<file path="config.mk">
export PLATFORM = sky130hd
export DESIGN_NAME = tvcc_sys_encoder
export DESIGN_NICKNAME = d
export VERILOG_FILES = /design/src/rtl/tvcc_pkg.sv /design/src/rtl/tvcc_phase.sv /design/src/rtl/tvcc_hist.sv /design/src/rtl/tvcc_parity.sv /design/src/rtl/tvcc_sys_encoder.sv
export SDC_FILE = /design/constraint.sdc
export NUM_CORES = 1
export LEC_CHECK = 0
export BUFFER_PORTS_ARGS = -buffer_cell sky130_fd_sc_hd__buf_2
export CAP_MARGIN = 20
export CORE_UTILIZATION = 55
export DETAILED_ROUTE_END_ITERATION = 8
export HOLD_SLACK_MARGIN = 0.05
export PLACE_DENSITY = 0.86
export SYNTH_ARGS = -nofsm -noshare
export SYNTH_HDL_FRONTEND = slang
export SYNTH_SLANG_ARGS = --single-unit
</file>
<file path="constraint.sdc">
create_clock -name clk -period 3.52 [get_ports clk]
set_clock_uncertainty 0.1 [all_clocks]
set_input_delay 0.352 -clock clk [delete_from_list [all_inputs] [get_ports clk]]
set_output_delay 0.352 -clock clk [all_outputs]
set_load 0.02 [all_outputs]
</file>
<file path="src/rtl/tvcc_pkg.sv">
package tvcc_pkg;
  typedef struct packed {
    logic vld;
    logic sys;
    logic par;
    logic eof;
    logic zero;
  } enc_out_t;

  function automatic int unsigned phase_width(input int unsigned period);
    return (period > 1) ? $clog2(period) : 1;
  endfunction
endpackage

</file>
<file path="src/rtl/tvcc_phase.sv">
module tvcc_phase #(
  parameter int unsigned PERIOD = 4,
  localparam int unsigned PW = tvcc_pkg::phase_width(PERIOD)
) (
  input  logic          clk,
  input  logic          rst,
  input  logic          adv,
  input  logic          restart,
  output logic [PW-1:0] phase_q,
  output logic [PW-1:0] phase_eff
);
  localparam logic [PW-1:0] LAST = PW'(PERIOD - 1);

  assign phase_eff = restart ? '0 : phase_q;

  always_ff @(posedge clk) begin
    if (rst) begin
      phase_q <= '0;
    end else if (adv) begin
      phase_q <= (phase_eff == LAST) ? '0 : phase_eff + 1'b1;
    end
  end

  AST_PHASE_IN_RANGE: assert property (@(posedge clk) disable iff (rst)
    phase_q <= LAST);
  AST_PHASE_WRAP: assert property (@(posedge clk) disable iff (rst)
    (adv && !restart && phase_q == LAST) |=> phase_q == '0);
  AST_PHASE_IDLE: assert property (@(posedge clk) disable iff (rst)
    !adv |=> $stable(phase_q));
endmodule

</file>
<file path="src/rtl/tvcc_hist.sv">
module tvcc_hist #(
  parameter int unsigned DEPTH = 8
) (
  input  logic             clk,
  input  logic             rst,
  input  logic             shift,
  input  logic             clear,
  input  logic             din,
  output logic [DEPTH-1:0] q,
  output logic [DEPTH-1:0] q_eff
);
  assign q_eff = clear ? '0 : q;

  always_ff @(posedge clk) begin
    if (rst) begin
      q <= '0;
    end else if (shift) begin
      q <= {q_eff[DEPTH-2:0], din};
    end
  end

  AST_HIST_IDLE: assert property (@(posedge clk) disable iff (rst)
    !shift |=> $stable(q));
  AST_HIST_NEWEST: assert property (@(posedge clk) disable iff (rst)
    shift |=> q[0] == $past(din));
endmodule

</file>
<file path="src/rtl/tvcc_parity.sv">
module tvcc_parity #(
  parameter int unsigned MEM    = 8,
  parameter int unsigned PERIOD = 4,
  parameter logic [PERIOD*(MEM+1)-1:0] INFO_TAPS = '0,
  parameter logic [PERIOD*MEM-1:0]     PAR_TAPS  = '0,
  localparam int unsigned PW = tvcc_pkg::phase_width(PERIOD)
) (
  input  logic [PW-1:0]  phase,
  input  logic           cur,
  input  logic [MEM-1:0] info_hist,
  input  logic [MEM-1:0] par_hist,
  output logic           par
);
  logic [PERIOD-1:0] cand;
  logic [MEM:0]      info_vec;

  assign info_vec = {info_hist, cur};

  for (genvar p = 0; p < PERIOD; p++) begin : g_phase
    localparam logic [MEM:0]   IMASK = INFO_TAPS[p*(MEM+1) +: MEM+1];
    localparam logic [MEM-1:0] PMASK = PAR_TAPS[p*MEM +: MEM];
    assign cand[p] = (^(info_vec & IMASK)) ^ (^(par_hist & PMASK));
  end

  always_comb begin
    par = 1'b0;
    for (int p = 0; p < PERIOD; p++) begin
      if (phase == PW'(p)) par = cand[p];
    end
  end
endmodule

</file>
<file path="src/rtl/tvcc_sys_encoder.sv">
module tvcc_sys_encoder #(
  parameter int unsigned MEM    = 8,
  parameter int unsigned PERIOD = 4,
  parameter logic [PERIOD*(MEM+1)-1:0] INFO_TAPS =
    {9'b001000001, 9'b100011001, 9'b010000011, 9'b000100101},
  parameter logic [PERIOD*MEM-1:0] PAR_TAPS =
    {8'b10000111, 8'b01010000, 8'b00100110, 8'b10001001}
) (
  input  logic clk,
  input  logic rst,
  input  logic in_valid,
  input  logic in_sof,
  input  logic in_last,
  input  logic in_bit,
  output logic out_valid,
  output logic out_sys,
  output logic out_par,
  output logic out_eof,
  output logic out_state_zero
);
  import tvcc_pkg::*;
  localparam int unsigned PW = phase_width(PERIOD);

  logic           clr;
  logic [PW-1:0]  phase_q, phase_eff;
  logic [MEM-1:0] ih_q, ih_eff, ph_q, ph_eff;
  logic           par_c;
  logic           next_zero;
  enc_out_t       oreg;

  assign clr = in_valid & in_sof;

  tvcc_phase #(.PERIOD(PERIOD)) u_phase (
    .clk(clk), .rst(rst), .adv(in_valid), .restart(clr),
    .phase_q(phase_q), .phase_eff(phase_eff)
  );

  tvcc_hist #(.DEPTH(MEM)) u_info_hist (
    .clk(clk), .rst(rst), .shift(in_valid), .clear(clr),
    .din(in_bit), .q(ih_q), .q_eff(ih_eff)
  );

  tvcc_hist #(.DEPTH(MEM)) u_par_hist (
    .clk(clk), .rst(rst), .shift(in_valid), .clear(clr),
    .din(par_c), .q(ph_q), .q_eff(ph_eff)
  );

  tvcc_parity #(
    .MEM(MEM), .PERIOD(PERIOD), .INFO_TAPS(INFO_TAPS), .PAR_TAPS(PAR_TAPS)
  ) u_parity (
    .phase(phase_eff), .cur(in_bit), .info_hist(ih_eff),
    .par_hist(ph_eff), .par(par_c)
  );

  assign next_zero = ({ih_eff[MEM-2:0], in_bit} == '0) &&
                     ({ph_eff[MEM-2:0], par_c} == '0);

  always_ff @(posedge clk) begin
    if (rst) begin
      oreg <= '0;
    end else if (in_valid) begin
      oreg.vld  <= 1'b1;
      oreg.sys  <= in_bit;
      oreg.par  <= par_c;
      oreg.eof  <= in_last;
      oreg.zero <= in_last & next_zero;
    end else begin
      oreg <= '0;
    end
  end

  assign out_valid      = oreg.vld;
  assign out_sys        = oreg.sys;
  assign out_par        = oreg.par;
  assign out_eof        = oreg.eof;
  assign out_state_zero = oreg.zero;

  AST_VALID_FOLLOWS: assert property (@(posedge clk) disable iff (rst)
    in_valid |=> out_valid);
  AST_SYS_ECHO: assert property (@(posedge clk) disable iff (rst)
    in_valid |=> out_sys == $past(in_bit));
  AST_IDLE_NO_OUT: assert property (@(posedge clk) disable iff (rst)
    !in_valid |=> !out_valid);
  AST_EOF_MARKS: assert property (@(posedge clk) disable iff (rst)
    in_valid |=> out_eof == $past(in_last));
  AST_ZERO_ONLY_EOF: assert property (@(posedge clk) disable iff (rst)
    out_state_zero |-> out_eof);
  AST_SOF_CLEARS: assert property (@(posedge clk) disable iff (rst)
    clr |=> (ih_q[MEM-1:1] == '0 && ph_q[MEM-1:1] == '0 &&
             phase_q == PW'(1 % PERIOD)));
endmodule

</file>
==> flow_summary.json <==
{
  "outcome": "finished clean",
  "synthTopCellsByArea": "dfxtp_1 (38%), nand3b_1 (8.0%), nand2b_1 (7.7%), ha_1 (6.1%), a21oi_1 (5.7%)",
  "drc": 0,
  "finalWirelength_um": 2300,
  "routedWlPerCell_um": 13.6,
  "cts.sinks": 23,
  "clkTransAtPathRegs_ps": 120,
  "hold_path.class": "input pin to register",
  "syn_inst": 136,
  "end_kind": "register",
  "yosys_warnings": 0,
  "ys_types": 27,
  "ir_drop_mv": 0.248,
  "diodes": 0,
  "setup_tns_ps": 0,
  "cap_violations": 0,
  "synth_seq_cells": 23,
  "setup_viol": 0,
  "critPathKind": "input pin to register",
  "place.gp.congestion": 0.817,
  "antenna_found_initial": 0,
  "crit_path_top_delay_cell": "a2111oi_2",
  "pre_cts_ws_ps": 1040,
  "final.period_utilization_pct": 62.3,
  "start_kind": "input pin",
  "syn_avg_cell_area_um2": 8.98,
  "rows": 16,
  "dieWidth_um": 49.1,
  "slew_violations": 0,
  "tightest_slew_ps": 457,
  "grt_pass1_wl_um": 3840,
  "cp.buffers_inverters": 3,
  "layout-drive-gt1-share_pct": 11.2,
  "dieArea_mm2": 0.00241,
  "numPortBuffers": 10,
  "dieHeight_um": 49.1,
  "arrival_ps": 2350,
  "powerDensity_mw_per_mm2": 351,
  "synthAdderAreaFrac_pct": 6.15,
  "postRouteAntennaNets": 0,
  "firstDrtPassIters": 5,
  "overflow": 0,
  "crit_chain": "buf_2 -> nand2_1 -> nand2_1 -> inv_1 -> ha_1 -> inv_1 -> o21ai_2 -> nor3_1 -> a2111oi_2 -> o2111a_1",
  "viasPerCell": 5.70,
  "mostFrequentLayoutCells": "dfxtp_1 (23), nand2b_1 (15), a21oi_1 (14), nand3b_1 (13), buf_2 (10)",
  "start_util_pct": 60.4,
  "p_leak_nw": 0.544,
  "muxShareOfSynthArea_pct": 2.46,
  "clkLatencyLatePin_ps": 300,
  "nets": 156,
  "synth_xor_xnor_area_share_pct": 11.6,
  "cts_buffers": 3,
  "area_growth_syn_to_layout_pct": 7.07,
  "ctsRootBufferMaster": "clkbuf_4",
  "period_needed_ps": 2190,
  "layout_commonest_cell": "dfxtp_1",
  "yosys.area_share.simple_pct": 26.1,
  "utilization_pct": 64.7,
  "rsz0062_at_grt": "no",
  "vias": 969,
  "synth_compound_area_share_pct": 11.3,
  "grt_max_degree": 34,
  "slew_headroom_pct": 69.2,
  "io_pins": 11,
  "cp_top_family": "compound AO/OA/AOI/OAI gates",
  "cts_hold_buffers": 0,
  "drt-initial-drc-count": 41,
  "required_ps": 3670,
  "synth_top_family_by_area": "simple AND/OR/NAND/NOR gates",
  "hold_violations": 0,
  "clock.fmax_mhz": 456,
  "track_usage_pct": 20.6,
  "critPathMaxStageDelay_ps": 440,
  "cts_buffer_depth": 2,
  "post-cts-setup-buffers": 0,
  "yosysTopAreaCell": "dfxtp_1",
  "syn_area_mm2": 0.00122,
  "synth_seq_area_share_pct": 37.7,
  "htreeDepth": 1,
  "first_global_vias": 945,
  "crit_fanout": 16,
  "coreArea_mm2": 0.00202,
  "cts-resized-gates": 0,
  "r2r_setup_slack_ps": 1370,
  "setup_ws_ps": 1330,
  "cts_tree": "built",
  "syn_nets": 148,
  "synth_top_area_share_pct": 37.7,
  "hpwl_um": 1660
}
[kinds of logic after synthesis]
logic type / count (synthesis)
simple gates: 55
buf+inv: 15
fa+ha+maj: 6
xor+xnor: 13
flops: 23
compound gates: 21
mux: 3
[state kept, by name, indices dropped and copies added, names as in the netlist]
register	count
u_info_hist.q	8
u_par_hist.q	8
u_phase.phase_q	2
out_eof	1
out_par	1
out_state_zero	1
out_sys	1
out_valid	1
[stage by stage]
step,total power [mW],area [um^2],hold WS [ps],instances
after global routing,0.479,1310,187,170
final,0.460,1310,199,170
after CTS,0.460,1310,199,170
after floorplan,0.329,1220,360,136
after global placement,0.342,1280,385,166
after detailed placement,0.345,1280,379,166
[layout make-up]
type                            count  area [um^2]
Fill cell                         164          714
Multi-Input combinational cell     98          703
Sequential cell                    23          460
Timing Repair Buffer               11         57.6
Tap cell                           27         33.8
Clock buffer                        4         26.3
Inverter                            7         26.3
[report_power, final]
group          switching, mW  internal [mW]
clock network         0.0755         0.0441
registers            0.00526          0.267
logic                 0.0377         0.0299
[metal layers]
| layer | vias to the layer above | share of wire, % | global-route usage [%] |
|---|---|---|---|
| li1 | 470 | - | - |
| met1 | 462 | 45 | 25.4 |
| met2 | 33 | 48 | 34.2 |
| met3 | 4 | 5.2 | 3.43 |
| met4 | 0 | 1.3 | 10.8 |
| met5 | - | 0 | 0 |
[worst paths after layout]
check	depth (start not counted)	to	startpoint
setup reg to reg	6	out_state_zero	u_par_hist.q[0]
hold / removal	2	out_eof	in_last
hold reg to reg	2	u_phase.phase_q[1]	u_phase.phase_q[1]
setup / recovery	10	out_state_zero	in_sof
[synthesized netlist by cell type, drive strengths merged]
library cell and number:
a2111oi 1, a21oi 14, and2 1, and3 2, buf 1, clkbuf 7
dfxtp 23, ha 6, inv 7, mux2i 3, nand2 9, nand2b 15
nand3b 13, nor2 7, nor2b 1, nor3 4, o2111a 1, o21ai 2
o311a 1, o32ai 1, o41ai 1, or2b 1, or4 2, xnor2 7
xnor3 2, xor2 4
[worst reg2reg max path, delay by kind of cell, from the launching register on]
family           cells  cell delay (ps)
AO/OA/AOI/OAI        3              850
XOR/XNOR             2              610
flip-flops           1              460
AND/OR/NAND/NOR      1               80
Note: power is estimated with default switching activity, not from simulation.
